**config.mk**
```make
export PLATFORM = sky130hd
export DESIGN_NAME = psw_flag_unit
export DESIGN_NICKNAME = d
export VERILOG_FILES = /design/src/rtl/psw_pkg.sv /design/src/rtl/psw_arith_flags.sv /design/src/rtl/psw_bit_copy.sv /design/src/rtl/psw_ie_ctrl.sv /design/src/rtl/psw_flag_unit.sv
export SDC_FILE = /design/constraint.sdc
export NUM_CORES = 1
export LEC_CHECK = 0
export ABC_AREA = 1
export BUFFER_PORTS_ARGS = -buffer_cell sky130_fd_sc_hd__buf_2
export CAP_MARGIN = 10
export CORE_ASPECT_RATIO = 0.75
export CORE_MARGIN = 1
export CORE_UTILIZATION = 40
export CTS_CLUSTER_DIAMETER = 150
export DETAILED_ROUTE_END_ITERATION = 12
export HOLD_SLACK_MARGIN = 0.06
export PLACE_DENSITY = 0.8
export SLEW_MARGIN = 15
export SYNTH_ARGS = -nofsm -noshare
export SYNTH_HDL_FRONTEND = slang
export SYNTH_SLANG_ARGS = --single-unit
```
**constraint.sdc**
```tcl
create_clock -name clk -period 3.15 [get_ports clk]
set_input_delay 0.945 -clock clk [delete_from_list [all_inputs] [get_ports clk]]
set_output_delay 0.945 -clock clk [all_outputs]
set_load 0.02 [all_outputs]
```
**src/rtl/psw_pkg.sv**
```systemverilog
package psw_pkg;

   typedef enum logic [1:0] {
      OPC_NONE  = 2'd0,
      OPC_ADD   = 2'd1,
      OPC_SUB   = 2'd2,
      OPC_LOGIC = 2'd3
   } opc_e;

   // field order equals the bit layout, bit 7 first
   typedef struct packed {
      logic i;
      logic t;
      logic h;
      logic s;
      logic v;
      logic n;
      logic z;
      logic c;
   } flags_t;

endpackage

```
**src/rtl/psw_arith_flags.sv**
```systemverilog
module psw_arith_flags
   import psw_pkg::*;
#(
   parameter int unsigned DATA_W   = 8,
   parameter bit          HAS_HALF = 1'b1
) (
   input  opc_e              op,
   input  logic [DATA_W-1:0] a,
   input  logic [DATA_W-1:0] b,
   input  logic [DATA_W-1:0] r,
   input  flags_t            cur,
   output flags_t            nxt
);
   localparam int unsigned MSB  = DATA_W - 1;
   localparam int unsigned HALF = DATA_W / 2;

   // carry (or borrow) into each bit position
   logic [DATA_W-1:0] cin_vec;
   logic              carry_out;
   logic              borrow_out;
   logic              half_add;
   logic              half_sub;
   logic              res_zero;
   logic              unused_cin;

   assign cin_vec    = a ^ b ^ r;
   assign unused_cin = ^cin_vec;
   assign carry_out  = (a[MSB] & b[MSB]) | (a[MSB] & ~r[MSB]) | (b[MSB] & ~r[MSB]);
   assign borrow_out = (~a[MSB] & b[MSB]) | (b[MSB] & r[MSB]) | (r[MSB] & ~a[MSB]);
   assign res_zero   = (r == '0);

   generate
      if (HAS_HALF) begin : g_half
         assign half_add = cin_vec[HALF];
         assign half_sub = cin_vec[HALF];
      end else begin : g_no_half
         assign half_add = 1'b0;
         assign half_sub = 1'b0;
      end
   endgenerate

   always_comb begin
      nxt = cur;
      unique case (op)
         OPC_ADD: begin
            nxt.c = carry_out;
            nxt.h = half_add;
            nxt.v = cin_vec[MSB] ^ carry_out;
            nxt.n = r[MSB];
            nxt.z = res_zero;
         end
         OPC_SUB: begin
            nxt.c = borrow_out;
            nxt.h = half_sub;
            nxt.v = cin_vec[MSB] ^ borrow_out;
            nxt.n = r[MSB];
            nxt.z = res_zero;
         end
         OPC_LOGIC: begin
            nxt.v = 1'b0;
            nxt.n = r[MSB];
            nxt.z = res_zero;
         end
         default: ;
      endcase
      nxt.s = nxt.n ^ nxt.v;
   end

endmodule

```
**src/rtl/psw_bit_copy.sv**
```systemverilog
module psw_bit_copy #(
   parameter int unsigned DATA_W = 8,
   localparam int unsigned SEL_W = $clog2(DATA_W)
) (
   input  logic [DATA_W-1:0] bit_src,
   input  logic [SEL_W-1:0]  bit_sel,
   input  logic              t_cur,
   output logic              t_pick,
   output logic [DATA_W-1:0] bld_out
);
   assign t_pick = bit_src[bit_sel];

   generate
      for (genvar k = 0; k < DATA_W; k++) begin : g_lane
         assign bld_out[k] = (bit_sel == SEL_W'(k)) ? t_cur : bit_src[k];
      end
   endgenerate

endmodule

```
**src/rtl/psw_ie_ctrl.sv**
```systemverilog
module psw_ie_ctrl (
   input  logic ie_cur,
   input  logic ie_set,
   input  logic ie_clr,
   input  logic irq_take,
   input  logic irq_ret,
   output logic ie_nxt
);
   logic want_clr;
   logic want_set;

   assign want_clr = ie_clr | irq_take;
   assign want_set = ie_set | irq_ret;

   always_comb begin
      if (want_clr)      ie_nxt = 1'b0;
      else if (want_set) ie_nxt = 1'b1;
      else               ie_nxt = ie_cur;
   end

endmodule

```
**src/rtl/psw_flag_unit.sv**
```systemverilog
module psw_flag_unit
   import psw_pkg::*;
#(
   parameter int unsigned DATA_W   = 8,
   parameter bit          HAS_HALF = 1'b1,
   localparam int unsigned SEL_W   = $clog2(DATA_W)
) (
   input  logic              clk,
   input  logic              rst_n,
   input  logic [1:0]        alu_op,
   input  logic [DATA_W-1:0] opnd_a,
   input  logic [DATA_W-1:0] opnd_b,
   input  logic [DATA_W-1:0] alu_res,
   input  logic              ie_set,
   input  logic              ie_clr,
   input  logic              irq_take,
   input  logic              irq_ret,
   input  logic              bst_en,
   input  logic [SEL_W-1:0]  bit_sel,
   input  logic [DATA_W-1:0] bit_src,
   input  logic              wr_en,
   input  logic [7:0]        wr_data,
   output logic [7:0]        status,
   output logic [DATA_W-1:0] bld_out
);

   initial begin : elab_checks
      assert (DATA_W >= 4 && DATA_W % 2 == 0)
         else $error("psw_flag_unit: DATA_W must be even and at least 4");
      assert (DATA_W == (1 << SEL_W))
         else $error("psw_flag_unit: DATA_W must be a power of two");
   end

   flags_t st_q;
   flags_t st_d;
   flags_t alu_nxt;
   logic   t_pick;
   logic   ie_nxt;
   opc_e   op;

   assign op = opc_e'(alu_op);

   psw_arith_flags #(
      .DATA_W   (DATA_W),
      .HAS_HALF (HAS_HALF)
   ) u_arith (
      .op  (op),
      .a   (opnd_a),
      .b   (opnd_b),
      .r   (alu_res),
      .cur (st_q),
      .nxt (alu_nxt)
   );

   psw_bit_copy #(
      .DATA_W (DATA_W)
   ) u_bitcp (
      .bit_src (bit_src),
      .bit_sel (bit_sel),
      .t_cur   (st_q.t),
      .t_pick  (t_pick),
      .bld_out (bld_out)
   );

   psw_ie_ctrl u_ie (
      .ie_cur   (st_q.i),
      .ie_set   (ie_set),
      .ie_clr   (ie_clr),
      .irq_take (irq_take),
      .irq_ret  (irq_ret),
      .ie_nxt   (ie_nxt)
   );

   always_comb begin
      st_d   = alu_nxt;
      st_d.i = ie_nxt;
      st_d.t = bst_en ? t_pick : st_q.t;
      if (wr_en) st_d = flags_t'(wr_data);
      st_d.s = st_d.n ^ st_d.v;
   end

   always_ff @(posedge clk) begin
      if (!rst_n) st_q <= '0;
      else        st_q <= st_d;
   end

   assign status = st_q;

   // sign consistency of the stored word
   a_r6_sign_xor: assert property (@(posedge clk) disable iff (!rst_n)
      status[4] == (status[2] ^ status[3]));

   // logic step clears V and keeps C and H
   a_r4_logic_keep: assert property (@(posedge clk) disable iff (!rst_n)
      (alu_op == 2'd3 && !wr_en) |=>
         (!status[3] && status[0] == $past(status[0]) && status[5] == $past(status[5])));

   // idle step keeps arithmetic flags
   a_r5_idle_keep: assert property (@(posedge clk) disable iff (!rst_n)
      (alu_op == 2'd0 && !wr_en) |=>
         (status[5] == $past(status[5]) && status[3:0] == $past(status[3:0])));

   // interrupt entry clears I
   a_r9_take_clears: assert property (@(posedge clk) disable iff (!rst_n)
      (irq_take && !wr_en) |=> !status[7]);

   // return sets I when nothing clears it
   a_r9_ret_sets: assert property (@(posedge clk) disable iff (!rst_n)
      (irq_ret && !irq_take && !ie_clr && !wr_en) |=> status[7]);

   // interrupt entry touches only I
   a_r11_no_autosave: assert property (@(posedge clk) disable iff (!rst_n)
      (irq_take && !wr_en && !bst_en && alu_op == 2'd0) |=> $stable(status[6:0]));

   // direct write wins
   a_r10_write_wins: assert property (@(posedge clk) disable iff (!rst_n)
      wr_en |=> (status[7:5] == $past(wr_data[7:5]) && status[3:0] == $past(wr_data[3:0])));

endmodule

```
Yosys cells after proc, flatten, opt, wreduce, memory -nomap -nowiden
Cells that the tools add are included.

Bits in registers: 8.

$lt $le $gt $ge: 1. Equal/unequal tests: 10. Mux-type cells: 17. Bitwise gates (word level): 20. Reductions and logical operators: 8.

Operators by type and width (count): XOR 8 bit (2); 2-to-1 mux 1 bit (13); equality test 3 bit, second input constant (4); one-hot mux 3 bit (3 select lines) (1); zero test 8 bit (1); 2-to-1 mux 8 bit (1); AND 1 bit (6); equality test 3 x 2 -> 1 bit, second input constant (2); bitwise OR 1 bit (6); nonzero test 3 bit (2); equality test 2 bit, second input constant (2); less-than comparator 3 x 4 -> 1 bit, second input constant (1); nonzero test 2 bit (2); nonzero test 4 bit (1); XOR 1 bit (4); binary-select mux 1 bit (select 3 bit) (1); equality test 3 x 1 -> 1 bit, second input constant (1); zero test 3 bit (1); equality test 2 x 1 -> 1 bit, second input constant (1); NOT 1 bit (2); one-hot mux 1 bit (2 select lines) (1); OR reduction 2 bit (1).

Depth between registers and ports, before layout
Gate-level depths: netlist of the first run.

Word-level depth: 9. Mapped depth: 11.

By module
A second synthesis of the first run with hierarchy kept.

Cell total of the unflattened synthesis: 157. Area total of the unflattened synthesis: 902.1 sq um.

Modules (own cells, without submodules): psw_flag_unit (times used 1, cells an instance 46, area an instance 319.1 sq um, sequential area each 160.2 sq um); psw_arith_flags (times used 1, cells an instance 53, area an instance 315.3 sq um, sequential area each 0.0 sq um); psw_bit_copy (times used 1, cells an instance 52, area an instance 237.7 sq um, sequential area each 0.0 sq um); psw_ie_ctrl (times used 1, cells an instance 6, area an instance 30.0 sq um, sequential area each 0.0 sq um).

Least setup slack after synthesis of the first run
OpenSTA, ideal clock, no wires.

Path type: in2out. Start point: input port bit_sel[0]. End point: output port bld_out[2]. Data arrival time: 1.775 ns. Data required time: 2.205 ns. Setup slack: 0.430 ns. Stages on the path: 4. Path through: buf_4 > inv_1 > nand3_1 > o21ai_0.

Word-level cells in the longest chain between the ends: 2.

Ends and longest elaborated chain: from (decl) (line psw_flag_unit.sv:19) `input logic [SEL_W-1:0] bit_sel,`; equality test 3 x 2 -> 1 bit (line psw_bit_copy.sv:15) `assign bld_out[k] = (bit_sel == SEL_W'(k)) ? t_cur : bit_src[k];`; 2-to-1 mux 1 bit (line psw_bit_copy.sv:15); to (decl) (line psw_flag_unit.sv:24) `output logic [DATA_W-1:0] bld_out`.

No other way between the ends.

Worst setup path after layout of the first run
Start point: input port bit_sel[2]. End point: output port bld_out[1].

Word-level cells in the longest chain between the ends: 2.

Ends and longest elaborated chain (line): equality test 3 x 1 -> 1 bit (psw_bit_copy.sv:15); 2-to-1 mux 1 bit (psw_bit_copy.sv:15).

No other way between the ends.

==> impl_results.md, run 1 <==
* Status: finished, final reports clean
* CTS tree: built
* Final setup fails at 0
* Vias post-DR at 1,001
* Final GP Congestion at 0.907
* Period Utilization, post-route at 0.852
* Antenna violations before repair at 0
* Hold/Removal Path Class: flop to flop
* I/O pins at 69
* Die area at 0.00220 mm2
* Mapped cell area at 805 um2
* Max FFs per register at 8
* Hold depth at 2
* YS warnings at 0
* Core Area at 0.00181 mm2
* Largest net degree at the start of global routing at 10
* Endpoints failing hold at 0
* H-tree lvl count at 1
* Gate Count Post-Synth at 124
* Post-Place Cells at 196
* Sequential power share at 0.330
* Worst hold endpoint: status[1]
* CP required at 2.20 ns
* Initial DRC Count at 29
* DP HPWL at 2000 um
* Port Buffers at 55
* Site Rows at 13
* Sw Ratio at 0.390
* Leak pwr at 0.617 nW
* Vias in the first global route at 812
* Sequential fraction of the synthesis area at 0.199
* Total nets after synthesis at 183
* GR Util met1 at 0.270
* Arrival @ worst endpoint at 1.74 ns
* Clk pin slew, worst setup/hold paths at 0.06 ns
* Most common cell after layout, fill and taps aside: buf_2
* # resized after CTS at 0
* Most frequent cells in the layout: 55 x buf_2, 21 x nand2_1, 17 x nand3_1
* Post-CTS Hold Fix Bufs at 0
* Worst vdd ir at 0.000178 V
* Cell Count, Final, Fillers Out at 199
* CP Capture Type: primary output
* Die X-Extent at 53.8 um
* Relative slew margins at 0.798
* R2R Path End: status[4]
* Ratio of cells with drive above 1 in the final layout at 0.356
* Final slew viol count at 0
* Clock share of power at 0.253
* All-Layer GR Usage at 0.227
* DRC Markers at 0
* Power per cell area at 317 mW/mm2
* R2R setup slack at 2.18 ns
* Crit path kind: primary input to primary output
* Synth Area per Inst at 6.49 um2
* Vias per cell at 5.03
* Slew @ Worst Pin at 0.301 ns
* Crit-path max FO at 7
* Comb power frac at 0.416
* FF+latch count, synth at 8
* Post-CTS setup buffer count at 0
* R2R depth at 6
* Congestion Overflow GR at 0
* Clk sinks at 8
* Max-cap violations at 0
* Final wirelength at 2390 um
* Total CTS buffers at 3
* CTS Root Cell: clkbuf_4
* Worst-Skew Late Latency at 0.27 ns
* Reg-to-reg startpoint: status[2]
* Internal Pwr Total at 0.000210 W
* Fin area at 0.00108 mm2
* GR Util met2 at 0.410
* DRT Pass-1 Iters at 4
* Inserted Diodes at 0
* Nets at 238
* First-pass GRT wire length at 3390 um
* GR peak layer: met2
* Max clock buf depth at 2
* Skew final at 0.00465 ns
* FMAX at 372 MHz
* Netlist cell types at 26
* Post-route ant nets at 0
* Period minus WS final at 2.69 ns
* Grt met3 use at 0.0778
* RSZ-0062 raised after global routing: false
* DP Area at 0.00106 mm2
* Worst Setup Start Kind: primary input
* Initial Utilization at 0.446
* Hold Path Origin: status[1]
* Setup_tns at 0 ns
* Chip height at 40.8 um
* Area Overhead vs Synth at 34.8%
* Switching pwr at 0.000134 W
* Routed wire length per instance at 12.0 um
[synth_stat cells]
master / number / area share
buf_6: 2 / 0.028
a22oi_1: 1 / 0.0093
fa_1: 2 / 0.050
nor4_1: 2 / 0.016
a21boi_0: 1 / 0.0093
dfxtp_1: 8 / 0.20
inv_4: 1 / 0.0078
o21ai_1: 2 / 0.012
nand3_1: 17 / 0.11
buf_4: 3 / 0.028
or2_0: 1 / 0.0078
a21oi_1: 11 / 0.068
nand2_1: 21 / 0.098
and3_1: 1 / 0.0078
xnor2_1: 1 / 0.011
a31oi_1: 4 / 0.031
nor2_1: 10 / 0.047
o31ai_1: 1 / 0.0093
ha_1: 4 / 0.062
nor2_8: 1 / 0.025
o21ai_0: 9 / 0.056
inv_1: 15 / 0.070
xor2_1: 1 / 0.011
nand3b_1: 1 / 0.0093
inv_2: 3 / 0.014
nand4_1: 1 / 0.0078
[logic make-up (layout without fill, tap and decap cells)]
kind of cell	Yosys count	after routing	synth area share
simple gates	55	55	0.324
compound gates	29	29	0.196
fa+ha+maj	6	6	0.112
flops	8	8	0.199
xor+xnor	2	2	0.0218
buf+inv	24	77	0.148
[power groups by stage]
stage | combinational [W] | sequential (W) | clock [W]
floorplan | 0.0000825 | 0.000124 | 0
global placement | 0.000137 | 0.000115 | 0
detailed placement | 0.000142 | 0.000116 | 0
CTS | 0.000143 | 0.000114 | 0.0000886
global route | 0.000159 | 0.000115 | 0.0000932
finish | 0.000143 | 0.000114 | 0.0000873
[routing by layer]
metal  vias to the layer above  wire length (um)
met5                         -                 0
met4                         0                 0
met3                         0               183
met2                        42              1180
met1                       439              1020
li1                        520                 -
[worst max-delay path, stage by stage]
cell     delay (ns)
buf_2          0.14
inv_1          0.18
nand3_1        0.12
o21ai_0        0.16
buf_2          0.19
[stage by stage]
step	worst slack (ns)	utilization	hold slack (ns)	power (W)
after floorplan	0.430	-	0.503	0.000206
after global placement	0.508	0.588	0.511	0.000252
after detailed placement	0.481	0.588	0.546	0.000258
after CTS	0.478	0.601	0.552	0.000345
after global routing	0.391	0.601	0.588	0.000367
final	0.465	0.601	0.548	0.000344
[how the worst max path moves through the flow]
stage                    start          to  slack, ns  depth (start not counted)
finish              bit_sel[2]  bld_out[1]       0.46                          5
global route        bit_sel[1]  bld_out[3]       0.39                          6
CTS                 bit_sel[0]  bld_out[3]       0.48                          6
detailed placement  bit_sel[0]  bld_out[3]       0.48                          6
global placement    bit_sel[2]  bld_out[2]       0.51                          5
floorplan           bit_sel[0]  bld_out[2]       0.43                          4
[final cells by class]
class / count / area, um2
Tap cell: 22 / 27.5
Inverter: 19 / 73.8
Clock buffer: 3 / 22.5
Sequential cell: 8 / 160
Fill cell: 182 / 721
Timing Repair Buffer: 55 / 275
Multi-Input combinational cell: 92 / 526
Power figures use the tool's default switching activity.
==> run 2, diff against run 1 <==
--- a/config.mk
+++ b/config.mk
@@ -8,10 +8,10 @@
 export ABC_AREA = 1
 export BUFFER_PORTS_ARGS = -buffer_cell sky130_fd_sc_hd__buf_2
 export CAP_MARGIN = 10
-export CORE_ASPECT_RATIO = 0.75
 export CORE_MARGIN = 1
 export CORE_UTILIZATION = 40
 export CTS_CLUSTER_DIAMETER = 150
+export CTS_CLUSTER_SIZE = 8
 export DETAILED_ROUTE_END_ITERATION = 12
 export HOLD_SLACK_MARGIN = 0.06
 export PLACE_DENSITY = 0.8
==> constraint.sdc (replaced) <==
create_clock -name clk -period 3.15 [get_ports clk]
set_input_delay 0.4725 -clock clk [delete_from_list [all_inputs] [get_ports clk]]
set_output_delay 0.4725 -clock clk [all_outputs]
set_load 0.02 [all_outputs]
==> impl_results.md, run 2 (synthesized netlist as in run 1, its figures left out) <==
* Status: finished, final reports clean
* Switching pwr at 0.000127 W (-5.7%)
* DRT Pass-1 Iters at 4 (unchanged)
* Most frequent cells in the layout: 55 x buf_2, 21 x nand2_1, 17 x nand3_1
* Worst Setup Start Kind: primary input
* Congestion Overflow GR at 0 (unchanged)
* Final wirelength at 2110 um (-12%)
* First-pass GRT wire length at 3020 um (-11%)
* FMAX at 577 MHz (+55%)
* Post-CTS setup buffer count at 0 (unchanged)
* All-Layer GR Usage at 0.193 (-0.0343)
* Vias post-DR at 990 (-1.1%)
* Internal Pwr Total at 0.000210 W (-0.12%)
* Final setup fails at 0 (unchanged)
* # resized after CTS at 0 (unchanged)
* Max-cap violations at 0 (unchanged)
* Vias in the first global route at 820 (+0.99%)
* Post-CTS Hold Fix Bufs at 0 (unchanged)
* Period minus WS final at 1.73 ns (-0.951 ns)
* Arrival @ worst endpoint at 1.26 ns (-0.48 ns)
* Die X-Extent at 46.8 um (-13%)
* RSZ-0062 raised after global routing: false
* Sw Ratio at 0.376 (-0.0136)
* Worst path slowest cell: inv_1
* Antenna violations before repair at 0 (unchanged)
* Nets at 238 (unchanged)
* Clk pin slew, worst setup/hold paths at 0.05 ns (about the same)
* Filler Cell Count at 184 (+1.1%)
* Hold/Removal Path Class: primary input to flop
* Hold slack at 0.466 ns (-0.0820 ns)
* CP dominant cell by count: buf_2
* Post-route ant nets at 0 (unchanged)
* Die area at 0.00219 mm2 (about the same)
* Sequential power share at 0.337 (+0.007)
* Worst-Skew Late Latency at 0.26 ns (about the same)
* Period Utilization, post-route at 0.550 (-0.302)
* Final core utilization at 0.604 (+0.00333)
* Initial Utilization at 0.447 (+0.000928)
* Initial DRC Count at 28 (-3.4%)
* Cell Count, Final, Fillers Out at 202 (+1.5%)
* Site Rows at 15 (+2)
* Final GP Congestion at 0.889 (-2.0%)
* Worst vdd ir at 0.000222 V (+24%)
* CP cell instances: buf_2, inv_1, nand3_1, o21ai_0, buf_2
* Max FFs per register at 8 (unchanged)
* Power per cell area at 309 mW/mm2 (-2.6%)
* Clk sinks at 8 (unchanged)
* Crit path kind: primary input to primary output
* Skew final at 0.00488 ns (+0.000235 ns)
* Slew @ Worst Pin at 0.251 ns (-0.0493 ns)
* Port Buffers at 55 (unchanged)
* Clock share of power at 0.244 (-0.009)
* Power Total at 0.000336 W (-2.3%)
* Routed wire length per instance at 10.4 um (-13%)
* Most common cell after layout, fill and taps aside: buf_2
* Setup_tns at 0 ns (unchanged)
* Vias per cell at 4.90 (-2.6%)
* CP required at 2.68 ns (+0.48 ns)
* DRC Markers at 0 (unchanged)
* Inserted Diodes at 0 (unchanged)
* H-tree lvl count at 1 (unchanged)
* CP Capture Type: primary output
* CTS Root Cell: clkbuf_4
* I/O pins at 69 (unchanged)
* Max stage delay on crit path at 0.19 ns (about the same)
* Post-Place Cells at 199 (+1.5%)
* Leak pwr at 0.617 nW (unchanged)
* Core Area at 0.00180 mm2 (-0.21%)
* Max clock buf depth at 2 (unchanged)
* Relative slew margins at 0.831 (+0.0332)
* Ratio of cells with drive above 1 in the final layout at 0.356 (unchanged)
* CTS tree: built
* Chip height at 46.8 um (+15%)
* Final slew viol count at 0 (unchanged)
* Endpoints failing hold at 0 (unchanged)
* Area Overhead vs Synth at 35.3%
* Total CTS buffers at 3 (unchanged)
* Crit-path max FO at 7 (unchanged)
* DP HPWL at 1770 um (-12%)
* Largest net degree at the start of global routing at 10 (unchanged)
* Comb power frac at 0.419 (+0.003)
[run 2: path summary, 6_finish.rpt]
check                           startpoint         end  cells past startpoint  slack [ns]
worst min register to register   status[7]   status[7]                      2        0.53
worst max-delay path            bit_sel[2]  bld_out[2]                      5        1.42
worst max register to register   status[2]   status[4]                      6        2.20
worst min-delay path                ie_clr   status[7]                      4        0.47
[run 2: layout make-up]
cell class / count / area [um2] / area share
clock buffers: 3 / 22.5 / 0.0207
inverters: 19 / 73.8 / 0.0678
multi-input cells: 92 / 526 / 0.483
flip-flops and latches: 8 / 160 / 0.147
well taps: 25 / 31.3 / 0.0287
repair buffers: 55 / 275 / 0.253
[run 2: routing by layer]
metal | vias to the layer above | track usage | part of all wire
li1 | 520 | - | -
met1 | 426 | 0.203 | 0.37
met2 | 42 | 0.364 | 0.54
met3 | 2 | 0.0577 | 0.080
met4 | 0 | 0.0629 | 0.0090
met5 | - | 0 | 0
[run 2: worst max-delay path: cells and delay by family]
kind                   cells  cell delay [ns]
AOI/OAI and AO/OA          1             0.15
buffers and inverters      3             0.51
and+or+nand+nor            1             0.13
[run 2: power by group through the flow]
stage | Combinational, W | Sequential, W | Clock [W]
floorplan | 0.0000825 | 0.000124 | 0
global placement | 0.000137 | 0.000115 | 0
detailed placement | 0.000141 | 0.000116 | 0
CTS | 0.000141 | 0.000113 | 0.0000810
global route | 0.000158 | 0.000114 | 0.0000873
finish | 0.000141 | 0.000113 | 0.0000820
[run 2: stage by stage]
step,worst slack (ns),area [um2]
after floorplan,1.38,805
after global placement,1.42,1070
after detailed placement,1.38,1070
after CTS,1.42,1090
after global routing,1.29,1090
final,1.42,1090
